**src/rtl/sdac_pkg.sv**
```systemverilog
package sdac_pkg;

  typedef enum logic [2:0] {
    ST_IDLE,
    ST_LEAD,
    ST_HIGH,
    ST_LOW,
    ST_PAUSE,
    ST_GAP
  } sdac_state_e;

  // strobes from sequencer to shift datapath
  typedef struct packed {
    logic loadFrame;  // capture request, pull frame select low
    logic sclkRise;   // drive clock high and present the next bit
    logic sclkFall;   // drive clock low (slave samples here)
    logic endFrame;   // release frame select, park data low
  } sdac_strobe_t;

endpackage

```
**src/rtl/sdac_seq_ctrl.sv**
```systemverilog
module sdac_seq_ctrl
  import sdac_pkg::*;
#(
  parameter int CLK_DIV    = 2,
  parameter int GAP_CYCLES = 4,
  parameter int BYTE_PAUSE = 0,
  parameter int FRAME_BITS = 24,
  parameter int BURST_BITS = 8
) (
  input  logic         clk,
  input  logic         rstN,
  input  logic         reqValid,
  output logic         reqReady,
  output logic         busy,
  output logic         done,
  output sdac_strobe_t strobe
);

  localparam int MAX_A    = (CLK_DIV > GAP_CYCLES) ? CLK_DIV : GAP_CYCLES;
  localparam int MAX_WAIT = (MAX_A > BYTE_PAUSE) ? MAX_A : BYTE_PAUSE;
  localparam int CNT_W    = $clog2(MAX_WAIT + 1);
  localparam int BIT_W    = $clog2(FRAME_BITS + 1);

  localparam logic [CNT_W-1:0] HALF_LOAD  = CNT_W'(CLK_DIV - 1);
  localparam logic [CNT_W-1:0] GAP_LOAD   = CNT_W'(GAP_CYCLES - 1);
  localparam logic [CNT_W-1:0] PAUSE_LOAD = CNT_W'((BYTE_PAUSE > 0) ? BYTE_PAUSE - 1 : 0);
  localparam logic [BIT_W-1:0] LAST_BIT   = BIT_W'(FRAME_BITS);

  sdac_state_e      state, stateNext;
  logic [CNT_W-1:0] waitCnt, waitCntNext;
  logic [BIT_W-1:0] bitCnt, bitCntNext;
  logic             atBurstEdge;
  logic             waitDone;

  assign waitDone = (waitCnt == '0);

  // burst boundary detection only exists when a pause is configured
  generate
    if (BYTE_PAUSE > 0) begin : g_burst
      assign atBurstEdge = (bitCnt != '0) &&
                           ((bitCnt % BIT_W'(BURST_BITS)) == '0);
    end else begin : g_noBurst
      assign atBurstEdge = 1'b0;
    end
  endgenerate

  always_comb begin
    stateNext   = state;
    waitCntNext = waitCnt;
    bitCntNext  = bitCnt;
    strobe      = '0;
    unique case (state)
      ST_IDLE: begin
        if (reqValid) begin
          strobe.loadFrame = 1'b1;
          stateNext        = ST_LEAD;
          waitCntNext      = HALF_LOAD;
          bitCntNext       = '0;
        end
      end
      ST_LEAD, ST_PAUSE: begin
        if (waitDone) begin
          strobe.sclkRise = 1'b1;
          stateNext       = ST_HIGH;
          waitCntNext     = HALF_LOAD;
        end else begin
          waitCntNext = waitCnt - 1'b1;
        end
      end
      ST_HIGH: begin
        if (waitDone) begin
          strobe.sclkFall = 1'b1;
          bitCntNext      = bitCnt + 1'b1;
          stateNext       = ST_LOW;
          waitCntNext     = HALF_LOAD;
        end else begin
          waitCntNext = waitCnt - 1'b1;
        end
      end
      ST_LOW: begin
        if (waitDone) begin
          if (bitCnt == LAST_BIT) begin
            strobe.endFrame = 1'b1;
            stateNext       = ST_GAP;
            waitCntNext     = GAP_LOAD;
          end else if (atBurstEdge) begin
            stateNext   = ST_PAUSE;
            waitCntNext = PAUSE_LOAD;
          end else begin
            strobe.sclkRise = 1'b1;
            stateNext       = ST_HIGH;
            waitCntNext     = HALF_LOAD;
          end
        end else begin
          waitCntNext = waitCnt - 1'b1;
        end
      end
      ST_GAP: begin
        if (waitDone) begin
          stateNext = ST_IDLE;
        end else begin
          waitCntNext = waitCnt - 1'b1;
        end
      end
      default: stateNext = ST_IDLE;
    endcase
  end

  always_ff @(posedge clk or negedge rstN) begin
    if (!rstN) begin
      state   <= ST_IDLE;
      waitCnt <= '0;
      bitCnt  <= '0;
      done    <= 1'b0;
    end else begin
      state   <= stateNext;
      waitCnt <= waitCntNext;
      bitCnt  <= bitCntNext;
      done    <= strobe.endFrame;
    end
  end

  assign reqReady = (state == ST_IDLE);
  assign busy     = (state != ST_IDLE);

endmodule

```
**src/rtl/sdac_shift_dp.sv**
```systemverilog
module sdac_shift_dp
  import sdac_pkg::*;
#(
  parameter int MODE_W     = 2,
  parameter int CODE_W     = 16,
  parameter int FRAME_BITS = 24
) (
  input  logic              clk,
  input  logic              rstN,
  input  sdac_strobe_t      strobe,
  input  logic [MODE_W-1:0] reqMode,
  input  logic [CODE_W-1:0] reqCode,
  output logic              syncN,
  output logic              sclk,
  output logic              sdata
);

  localparam int PAD_W = FRAME_BITS - MODE_W - CODE_W;

  logic [FRAME_BITS-1:0] frameWord;
  logic [FRAME_BITS-1:0] shiftReg;

  generate
    if (PAD_W > 0) begin : g_pad
      assign frameWord = {{PAD_W{1'b0}}, reqMode, reqCode};
    end else begin : g_noPad
      assign frameWord = {reqMode, reqCode};
    end
  endgenerate

  always_ff @(posedge clk or negedge rstN) begin
    if (!rstN) begin
      shiftReg <= '0;
      syncN    <= 1'b1;
      sclk     <= 1'b0;
      sdata    <= 1'b0;
    end else begin
      if (strobe.loadFrame) begin
        shiftReg <= frameWord;
        syncN    <= 1'b0;
      end else if (strobe.sclkRise) begin
        shiftReg <= {shiftReg[FRAME_BITS-2:0], 1'b0};
        sclk     <= 1'b1;
        sdata    <= shiftReg[FRAME_BITS-1];
      end else if (strobe.sclkFall) begin
        sclk <= 1'b0;
      end else if (strobe.endFrame) begin
        syncN <= 1'b1;
        sdata <= 1'b0;
      end
    end
  end

endmodule

```
**src/rtl/sdac_host_ctrl.sv**
```systemverilog
module sdac_host_ctrl
  import sdac_pkg::*;
#(
  parameter int CLK_DIV    = 2,
  parameter int GAP_CYCLES = 4,
  parameter int BYTE_PAUSE = 0,
  parameter int MODE_W     = 2,
  parameter int CODE_W     = 16,
  parameter int FRAME_BITS = 24,
  parameter int BURST_BITS = 8
) (
  input  logic              clk,
  input  logic              rstN,
  input  logic              reqValid,
  output logic              reqReady,
  input  logic [MODE_W-1:0] reqMode,
  input  logic [CODE_W-1:0] reqCode,
  output logic              syncN,
  output logic              sclk,
  output logic              sdata,
  output logic              busy,
  output logic              done
);

  sdac_strobe_t strobe;

  sdac_seq_ctrl #(
    .CLK_DIV   (CLK_DIV),
    .GAP_CYCLES(GAP_CYCLES),
    .BYTE_PAUSE(BYTE_PAUSE),
    .FRAME_BITS(FRAME_BITS),
    .BURST_BITS(BURST_BITS)
  ) seq_i (
    .clk     (clk),
    .rstN    (rstN),
    .reqValid(reqValid),
    .reqReady(reqReady),
    .busy    (busy),
    .done    (done),
    .strobe  (strobe)
  );

  sdac_shift_dp #(
    .MODE_W    (MODE_W),
    .CODE_W    (CODE_W),
    .FRAME_BITS(FRAME_BITS)
  ) dp_i (
    .clk    (clk),
    .rstN   (rstN),
    .strobe (strobe),
    .reqMode(reqMode),
    .reqCode(reqCode),
    .syncN  (syncN),
    .sclk   (sclk),
    .sdata  (sdata)
  );

endmodule

```
**config.mk**
```make
export PLATFORM = sky130hd
export DESIGN_NAME = sdac_host_ctrl
export DESIGN_NICKNAME = d
export VERILOG_FILES = /design/src/rtl/sdac_pkg.sv /design/src/rtl/sdac_seq_ctrl.sv /design/src/rtl/sdac_shift_dp.sv /design/src/rtl/sdac_host_ctrl.sv
export SDC_FILE = /design/constraint.sdc
export NUM_CORES = 1
export LEC_CHECK = 0
export BUFFER_PORTS_ARGS = -buffer_cell sky130_fd_sc_hd__buf_2
export CAP_MARGIN = 20
export CELL_PAD_IN_SITES_DETAIL_PLACEMENT = 0
export CELL_PAD_IN_SITES_GLOBAL_PLACEMENT = 1
export CORE_AREA = 8 8 77 79
export CTS_CLUSTER_SIZE = 30
export DETAILED_ROUTE_END_ITERATION = 7
export DIE_AREA = 0 0 85 87
export PLACE_DENSITY = 0.82
export SETUP_SLACK_MARGIN = 0.5
export SLEW_MARGIN = 20
export SYNTH_ARGS = -nofsm -noshare
export SYNTH_HDL_FRONTEND = slang
export SYNTH_SLANG_ARGS = --single-unit
```
**constraint.sdc**
```tcl
create_clock -name clk -period 2 [get_ports clk]
set_input_delay 0.2 -clock clk [delete_from_list [all_inputs] [get_ports clk]]
set_output_delay 0.2 -clock clk [all_outputs]
set_load 0.01 [all_outputs]
```
==> flow_summary.json, run 1 <==
{
  "status": "finished clean",
  "async_flop_share_pct": 100,
  "p_leak_nw": 1.33,
  "wl_per_cell_um": 16.6,
  "num_antenna_cells": 0,
  "cts_root_buf": "clkbuf_8",
  "clock_path_buffers": 2,
  "synth_top_family_by_area": "compound AO/OA/AOI/OAI gates",
  "insertion_delay_ns": 0.30,
  "grt_start_max_net_pins": 40,
  "holdPathStages": 3,
  "fp.dieW_um": 85,
  "synth-seq-cells": 39,
  "design_area_um2": 2950,
  "htree_num_levels": 2,
  "gp_congestion": 0.781,
  "ys_seq_area_share_pct": 48.8,
  "fmax_mhz": 586,
  "cts_made_buffers": 5,
  "drt_first_pass_iters": 6,
  "required_ns": 2.19,
  "yosys-mux-area-fraction_pct": 2.06,
  "drv_slew": 0,
  "power_mw": 1.38,
  "multiInputGateArea_um2": 1140,
  "synth_xor_area_share_pct": 1.31,
  "register_area_um2": 981,
  "r2r-start": "seq_i.bitCnt[0]",
  "num-nets-final": 296,
  "synth_area_um2": 2000,
  "arrival_ns": 1.90,
  "hp-start": "reqMode[0]",
  "routed_wl_um": 5440,
  "powerDensity_nw_per_um2": 468,
  "min_path_type": "in2reg",
  "period_minus_slack_ns": 1.71,
  "start_util_pct": 41.3,
  "dp_hpwl_um": 2770,
  "grt_pass1_vias": 1815,
  "max_slew_margin_pct": 66.0,
  "finClkSkew_ns": 0.00753,
  "grt-ovfl-total": 0,
  "maxCapViolations": 0,
  "fillCellCount": 372,
  "vias_per_cell": 5.50,
  "ff2ff_setup_slack_ns": 0.29,
  "rows": 26,
  "period_share_pct": 85.3,
  "synth_cells": 209,
  "grt_pass1_wl_um": 8680,
  "core_area_um2": 4850,
  "setup_tns_ns": 0,
  "area_delta_synth_final_pct": 47.4,
  "clkTransAtPathRegs_ns": 0.08,
  "vias": 1799,
  "die_h_um": 87,
  "r2r_cells": 8,
  "ios": 27,
  "cts.sinks": 39,
  "drt_iter0_drc": 108,
  "r2r-end": "dp_i.shiftReg[17]",
  "synth_compound_area_share_pct": 23.0,
  "io_buffer_count": 26,
  "finalHoldViolCount": 0,
  "placed_area_um2": 2210,
  "die-area_um2": 7400,
  "worst_slew_pin_slew_ns": 0.510,
  "drc_errors": 0,
  "antenna_found_initial": 0,
  "layout-drive-gt1-share_pct": 49.4,
  "min_to": "dp_i.shiftReg[16]",
  "setup_viol": 0,
  "synthFlopType": "dfrtp_1",
  "synth_cell_types": 40,
  "ant_nets": 0,
  "crit_type": "reg2reg",
  "grt_usage_pct": 14.7,
  "synthAdderAreaFrac_pct": 3.13,
  "synthSimpleGateAreaFrac_pct": 15.3,
  "yosys_warnings": 0,
  "rsz0062_at_grt": "yes",
  "tritoncts": "built",
  "cp-start-kind": "flip-flop",
  "synth_edf_count": 0,
  "cp-startpoint": "seq_i.bitCnt[0]",
  "synth_nets": 235,
  "syn_avg_cell_area_um2": 9.58,
  "worst-path-max-fanout": 12,
  "whs_ns": 0.109,
  "end_kind": "flip-flop",
  "ir_drop_v": 0.000405
}
power by group:
part / switching (mW) / total (mW) / internal (mW)
Sequential: 0 / 0.788 / 0.788
Clock: 0.306 / 0.549 / 0.243
Combinational: 0.0271 / 0.0442 / 0.0172
Total: 0.333 / 1.38 / 1.05
cells in the final DEF (no fill, tap or decap), types with 3 or more instances in the layout:
cell type and count:
buf_4 30, o21ai_2 12, inv_1 5, o21ai_1 14, o21ai_0 5, ha_4 3, a22oi_1 4, buf_16 4
clkbuf_8 5, buf_2 25, nand2_1 35, inv_2 6, nor2_1 9, buf_12 3, xnor2_1 3, nand2_4 3
dfrtp_2 3, dfrtp_1 35, nand4_1 3, a22oi_2 13, buf_6 4
timing repair:
| action | CTS | global route |
|---|---|---|
| hold buffers | 1 | 0 |
| gates resized for setup | 45 | 33 |
| setup buffers | 22 | 7 |
| setup endpoints to repair | 40 | 39 |
| cloned | 4 | 2 |
| pin swaps | 10 | 14 |
| hold endpoints to repair | 38 | 0 |
state kept, by name, summed over array words and instances (netlist names):
register,flops
seq_i.waitCnt,3
dp_i.sclk,1
dp_i.shiftReg,24
seq_i.done,1
seq_i.state,3
dp_i.syncN,1
dp_i.sdata,1
seq_i.bitCnt,5
layout make-up:
type                            count  share of cell area, %
Timing Repair Buffer               69                   21.2
Inverter                           11                   1.40
Clock inverter                      3                  0.678
Tap cell                           56                   2.37
Clock buffer                        5                   2.33
Sequential cell                    39                   33.2
Multi-Input combinational cell    144                   38.8
worst max-delay path by stage:
stage                                   end  slack (ns)  cells after the start
final                     dp_i.shiftReg[17]        0.29                      8
after global routing       dp_i.shiftReg[9]        0.22                      9
after CTS                  dp_i.shiftReg[5]        0.34                      9
after detailed placement   dp_i.shiftReg[1]        0.17                      8
after global placement     dp_i.shiftReg[1]        0.21                      8
after floorplan           dp_i.shiftReg[16]        0.39                      8
through the flow:
step | std cells | util [%] | setup slack, ns
floorplan | 209 | - | 0.394
global placement | 283 | 45.7 | 0.208
detailed placement | 283 | 45.7 | 0.167
CTS | 318 | 56.4 | 0.339
global route | 327 | 60.9 | 0.218
finish | 327 | 60.9 | 0.294
routing by layer:
layer | up-vias | global-route usage (%) | share of wire [%]
li1 | 871 | - | -
met1 | 890 | 17.9 | 45
met2 | 30 | 24.1 | 51
met3 | 8 | 4.06 | 3.3
met4 | 0 | 5.66 | 1.6
met5 | - | 0 | 0
kinds of logic after synthesis:
kind of cell / after synthesis
AO/OA/AOI/OAI: 68
XOR/XNOR: 3
adder cells (fa/ha/maj): 5
buffers and inverters: 26
flip-flops: 39
multiplexers: 4
AND/OR/NAND/NOR: 64
worst max-delay path: stages (launching register included):
cell and delay, ns:
dfrtp_1 0.40, inv_2 0.10, ha_4 0.14, and4b_4 0.27, o32ai_4 0.10, buf_6 0.17, buf_16 0.15, a22oi_2 0.19
o21ai_1 0.09
synthesized netlist by cell type, types with 3 or more instances:
library cell,instances,area (um2)
buf_2,6,30.0
dfrtp_1,38,951
a22oi_1,17,128
mux2i_1,3,30.0
o22ai_1,3,18.8
a221oi_1,3,26.3
a21oi_1,4,20.0
nor2_1,11,41.3
clkbuf_2,3,15.0
o21ai_0,29,145
ha_1,5,62.6
xnor2_1,3,26.3
nand2_1,39,146
inv_1,11,41.3
nand4_1,3,18.8
Power figures use the tool's default switching activity.
==> run 2, diff against run 1 <==
Settings changed: ABC_AREA set to 0, PLACE_DENSITY 0.82 to 0.81.
==> flow_summary.json, run 2 (synthesized netlist as in run 1, its figures left out) <==
{
  "status": "finished clean",
  "clock_path_buffers": 2,
  "globalRouteMet2Util_pct": 23.7,
  "fillCellCount": 407,
  "area_delta_synth_final_pct": 37.7,
  "ir_drop_v": 0.000355,
  "setup_tns_ns": 0,
  "gp_congestion": 0.847,
  "drt_first_pass_iters": 4,
  "final_core_util_pct": 56.9,
  "cts.sinks": 39,
  "powerDensity_nw_per_um2": 495,
  "dp_hpwl_um": 2890,
  "final_common_cell": "nand2_1",
  "required_ns": 2.21,
  "grt_usage_pct": 14.7,
  "worst-path-max-fanout": 24,
  "arrival_ns": 1.92,
  "cts_root_buf": "clkbuf_8",
  "start_util_pct": 41.3,
  "grt-ovfl-total": 0,
  "largest_reg_flops": 24,
  "rsz0062_at_grt": "yes",
  "vias_per_cell": 5.53,
  "worst_slew_pin_slew_ns": 0.364,
  "period_minus_slack_ns": 1.70,
  "p_leak_nw": 1.23,
  "crit_family": "buffers and inverters",
  "ff2ff_setup_slack_ns": 0.30,
  "cts_made_buffers": 5,
  "insertion_delay_ns": 0.29,
  "whs_ns": 0.107,
  "crit_type": "reg2reg",
  "setup_viol": 0,
  "rows": 26,
  "drt_iter0_drc": 102,
  "antenna_found_initial": 0,
  "fp.dieW_um": 85,
  "finalHoldViolCount": 0,
  "r2r-start": "seq_i.waitCnt[1]",
  "maxCapViolations": 0,
  "num-nets-final": 289,
  "tritoncts": "built",
  "ant_nets": 0,
  "design_area_um2": 2760,
  "die-area_um2": 7400,
  "max_slew_margin_pct": 75.8,
  "grt_pass1_vias": 1758,
  "busiest_layer": "met2",
  "vias": 1768,
  "top_register": "dp_i.shiftReg",
  "holdPathStages": 3,
  "timing.critical_path.cells": "inv_2 -> ha_4 -> ha_4 -> nand2_4 -> o32ai_4 -> buf_4 -> buf_16 -> nand2_1 -> o21ai_1",
  "core_area_um2": 4850,
  "htree_num_levels": 2,
  "end_kind": "flip-flop",
  "ios": 27,
  "io_buffer_count": 26,
  "min_path_type": "in2reg",
  "grt_pass1_wl_um": 8680,
  "die_h_um": 87,
  "post-place-cells": 284,
  "path_buf_inv": 3,
  "cpPeakStageDelay_ns": 0.39,
  "layout-drive-gt1-share_pct": 42.0,
  "finClkSkew_ns": 0.00672,
  "num_antenna_cells": 0,
  "mostFrequentLayoutCells": "nand2_1, dfrtp_1, buf_2",
  "min_to": "dp_i.shiftReg[0]",
  "placed_area_um2": 2220,
  "period_share_pct": 85.0,
  "r2r_cells": 9,
  "drc_errors": 0,
  "routed_wl_um": 5240,
  "clkTransAtPathRegs_ns": 0.08,
  "wl_per_cell_um": 16.4,
  "grt_start_max_net_pins": 25,
  "hp-start": "reqCode[0]",
  "cp-start-kind": "flip-flop",
  "fmax_mhz": 588,
  "top_regs": "dp_i.shiftReg (24), seq_i.bitCnt (5)",
  "met1_usage_pct": 18.2,
  "met3_usage_pct": 3.49,
  "fin_cells": 320,
  "crit_slowest_cell": "dfrtp_1",
  "r2r-end": "dp_i.sdata",
  "drv_slew": 0,
  "critPathMostFrequentCell": "ha_4"
}
[run 2: cell count changes in the layout (fill, tap and decap cells not counted), sizes merged]
cell / previous run / this run
clkinvlp: 2 / 1
buf: 66 / 60
[run 2: cell type report]
| type | instances | area (um2) | area share, % |
|---|---|---|---|
| sequential | 39 | 983 | 35.7 |
| clock inverter | 2 | 12.5 | 0.454 |
| clock buffer | 6 | 72.6 | 2.63 |
| multi-input combinational | 144 | 1080 | 39.0 |
| tap | 56 | 70.1 | 2.54 |
| timing repair buffer | 62 | 499 | 18.1 |
| inverter | 11 | 43.8 | 1.59 |
[run 2: through the flow]
| step | total power [mW] | setup WS (ns) |
|---|---|---|
| global placement | 0.845 | 0.217 |
| detailed placement | 0.845 | 0.169 |
| floorplan | 0.805 | 0.394 |
| finish | 1.36 | 0.299 |
| CTS | 1.38 | 0.337 |
| global route | 1.42 | 0.211 |
[run 2: worst register-to-register path, stage by stage, from the launching register on]
cell	delay [ns]
dfrtp_1	0.39
inv_2	0.08
ha_4	0.15
ha_4	0.20
nand2_4	0.08
o32ai_4	0.24
buf_4	0.19
buf_16	0.16
nand2_1	0.06
o21ai_1	0.09
[run 2: what timing repair did]
action | in CTS | in global routing
setup endpoints to repair | 41 | 41
hold buffers | 1 | 0
buffers inserted | 19 | 5
endpoints found under the hold margin | 14 | 0
pin swaps | 8 | 8
gates resized for setup | 36 | 29
gates cloned | 2 | 1
[run 2: worst max path at each step]
stage / end / from / depth (start not counted) / slack [ns]
after global placement: dp_i.shiftReg[11] / seq_i.waitCnt[0] / 8 / 0.22
after CTS: dp_i.shiftReg[6] / seq_i.waitCnt[1] / 9 / 0.34
after detailed placement: dp_i.shiftReg[1] / seq_i.waitCnt[0] / 8 / 0.17
final: dp_i.sdata / seq_i.waitCnt[1] / 9 / 0.30
after global routing: dp_i.shiftReg[2] / seq_i.waitCnt[1] / 9 / 0.21
after floorplan: dp_i.shiftReg[16] / seq_i.waitCnt[0] / 8 / 0.39
[run 2: routing by layer]
metal | part of all wire, % | wire length (um)
met4 | 2.2 | 116
met3 | 3.1 | 164
met2 | 48 | 2540
met1 | 46 | 2420
met5 | 0 | 0
[run 2: power breakdown]
group,internal (mW),switching [mW]
registers,0.788,0
logic,0.0188,0.0258
clock network,0.244,0.288
==> run 3, diff against run 2 <==
Settings changed: REMOVE_ABC_BUFFERS set to 1.
==> flow_summary.json, run 3 (synthesized netlist as in run 1, its figures left out) <==
{
  "power_mw": 1.35,
  "r2r_cells": 9,
  "die-area_um2": 7400,
  "drt_first_pass_iters": 4,
  "antenna_found_initial": 0,
  "swShare_pct": 22.3,
  "r2r-start": "seq_i.waitCnt[1]",
  "vias_per_cell": 5.61,
  "cp-start-kind": "flip-flop",
  "finalHoldViolCount": 0,
  "ant_nets": 0,
  "wl_per_cell_um": 18.1,
  "io_buffer_count": 26,
  "grt_pass1_wl_um": 8510,
  "rows": 26,
  "final_common_cell": "dfrtp_1",
  "ir_drop_v": 0.000296,
  "setup_viol": 0,
  "drc_errors": 0,
  "p_leak_nw": 1.38,
  "pre_cts_slack_ns": 0.119,
  "die_h_um": 87,
  "seqPwrFrac_pct": 58.3,
  "cts_root_buf": "clkbuf_8",
  "intPower_mw": 1.05,
  "cts.sinks": 39,
  "tritoncts": "built",
  "maxCapViolations": 0,
  "crit_slowest_cell": "dfrtp_1",
  "cpPeakStageDelay_ns": 0.40,
  "clock_path_buffers": 2,
  "powerDensity_nw_per_um2": 454,
  "clkTransAtPathRegs_ns": 0.08,
  "num-nets-final": 293,
  "register_area_um2": 981,
  "worst_slack_ns": 0.243,
  "largest_reg_flops": 24,
  "clkPwrFrac_pct": 38.4,
  "grt_pass1_vias": 1778,
  "num_antenna_cells": 0,
  "finClkSkew_ns": 0.00722,
  "htree_num_levels": 2,
  "gp_congestion": 0.765,
  "arrival_ns": 1.98,
  "path_buf_inv": 3,
  "fmax_mhz": 569,
  "mostFrequentLayoutCells": "dfrtp_1, nand2_1, buf_2",
  "top_regs": "dp_i.shiftReg (24), seq_i.bitCnt (5)",
  "layout-drive-gt1-share_pct": 49.6,
  "period_share_pct": 87.8,
  "start_util_pct": 41.3,
  "grt_usage_pct": 14.4,
  "routed_wl_um": 5870,
  "ios": 27,
  "top_register": "dp_i.shiftReg",
  "timing.critical_path.cells": "inv_2 -> ha_4 -> ha_4 -> nand2_4 -> o32ai_4 -> buf_6 -> clkbuf_16 -> a22oi_1 -> o21ai_1",
  "r2r-end": "dp_i.shiftReg[17]",
  "min_path_type": "in2reg",
  "whs_ns": 0.111,
  "rsz0062_at_grt": "yes",
  "cts_made_buffers": 5,
  "multiInputGateArea_um2": 1180,
  "period_minus_slack_ns": 1.76,
  "crit_type": "reg2reg",
  "fp.dieW_um": 85,
  "required_ns": 2.22,
  "grt-ovfl-total": 0,
  "dp_hpwl_um": 2970,
  "core_area_um2": 4850,
  "grt_start_max_net_pins": 40,
  "insertion_delay_ns": 0.30,
  "drt_iter0_drc": 92,
  "worst-path-max-fanout": 6,
  "min_to": "dp_i.shiftReg[16]",
  "vias": 1817,
  "switchingPower_mw": 0.301,
  "fillCellCount": 405,
  "area_delta_synth_final_pct": 48.8,
  "end_kind": "flip-flop",
  "crit_family": "compound AO/OA/AOI/OAI gates",
  "max_slew_margin_pct": 66.4,
  "holdPathStages": 3,
  "drv_slew": 0,
  "status": "finished clean",
  "critPathMostFrequentCell": "ha_4",
  "p_comb_share_pct": 3.2,
  "hp-start": "reqMode[0]",
  "worst_slew_pin_slew_ns": 0.504,
  "ff2ff_setup_slack_ns": 0.24
}
[run 3: cell count changes in the layout (fill, tap and decap cells not counted), sizes merged]
cell	change
buf	+2
clkbuf	+3
clkinvlp	-1
[run 3: how the worst max path moves through the flow]
stage          cells after the start             start  slack [ns]           endpoint
2_1_floorplan                      7  seq_i.waitCnt[0]       -0.47  dp_i.shiftReg[10]
3_3_place_gp                       8  seq_i.waitCnt[0]        0.20   dp_i.shiftReg[1]
3_5_place_dp                       8  seq_i.waitCnt[0]        0.12  dp_i.shiftReg[12]
4_1_cts                            9  seq_i.waitCnt[1]        0.22  dp_i.shiftReg[12]
5_1_grt                            9  seq_i.waitCnt[1]        0.17  dp_i.shiftReg[17]
6_report                           9  seq_i.waitCnt[1]        0.24  dp_i.shiftReg[17]
[run 3: layout make-up]
cell class / count / area share (%)
repair buffers: 66 / 20.8
flip-flops and latches: 39 / 32.9
clock inverters: 1 / 0.168
multi-input cells: 144 / 39.7
clock buffers: 7 / 2.56
inverters: 11 / 1.47
well taps: 56 / 2.35
[run 3: metrics by stage]
stage	instance area, um2	utilization [%]	setup TNS, ns	cells
after floorplan	1920	-	-11.55	194
after global placement	2200	45.5	0	286
after detailed placement	2200	45.5	0	286
after CTS	2580	53.3	0	310
after global routing	2980	61.4	0	324
final	2980	61.4	0	324
[run 3: what timing repair did]
action                                 4_1_cts  5_1_grt
setup buffers                               11       11
pin swaps                                   11       31
gates cloned                                 4        3
hold buffers                                 1        0
setup endpoints to repair                   41       41
gates resized for setup                     40       67
endpoints found under the hold margin       38        0
[run 3: power by group through the flow]
stage / Sequential (mW) / Clock [mW] / Combinational (mW)
6_report: 0.788 / 0.519 / 0.0438
5_1_grt: 0.788 / 0.563 / 0.0487
4_1_cts: 0.788 / 0.531 / 0.0432
3_5_place_dp: 0.803 / 0 / 0.0409
3_3_place_gp: 0.803 / 0 / 0.0410
2_1_floorplan: 0.804 / 0 / 0.00125
[run 3: metal layers]
metal  vias to the layer above  track usage, %  wire, um
met3                        10            3.68       247
met5                         -               0         0
met1                       901            18.1      2520
li1                        865               -         -
met2                        41            23.3      3010
met4                         0            4.69        91
[run 3: worst reg2reg max path, stage by stage (launching register included)]
cell	delay (ns)
dfrtp_1	0.40
inv_2	0.08
ha_4	0.14
ha_4	0.18
nand2_4	0.07
o32ai_4	0.26
buf_6	0.21
clkbuf_16	0.17
a22oi_1	0.08
o21ai_1	0.11
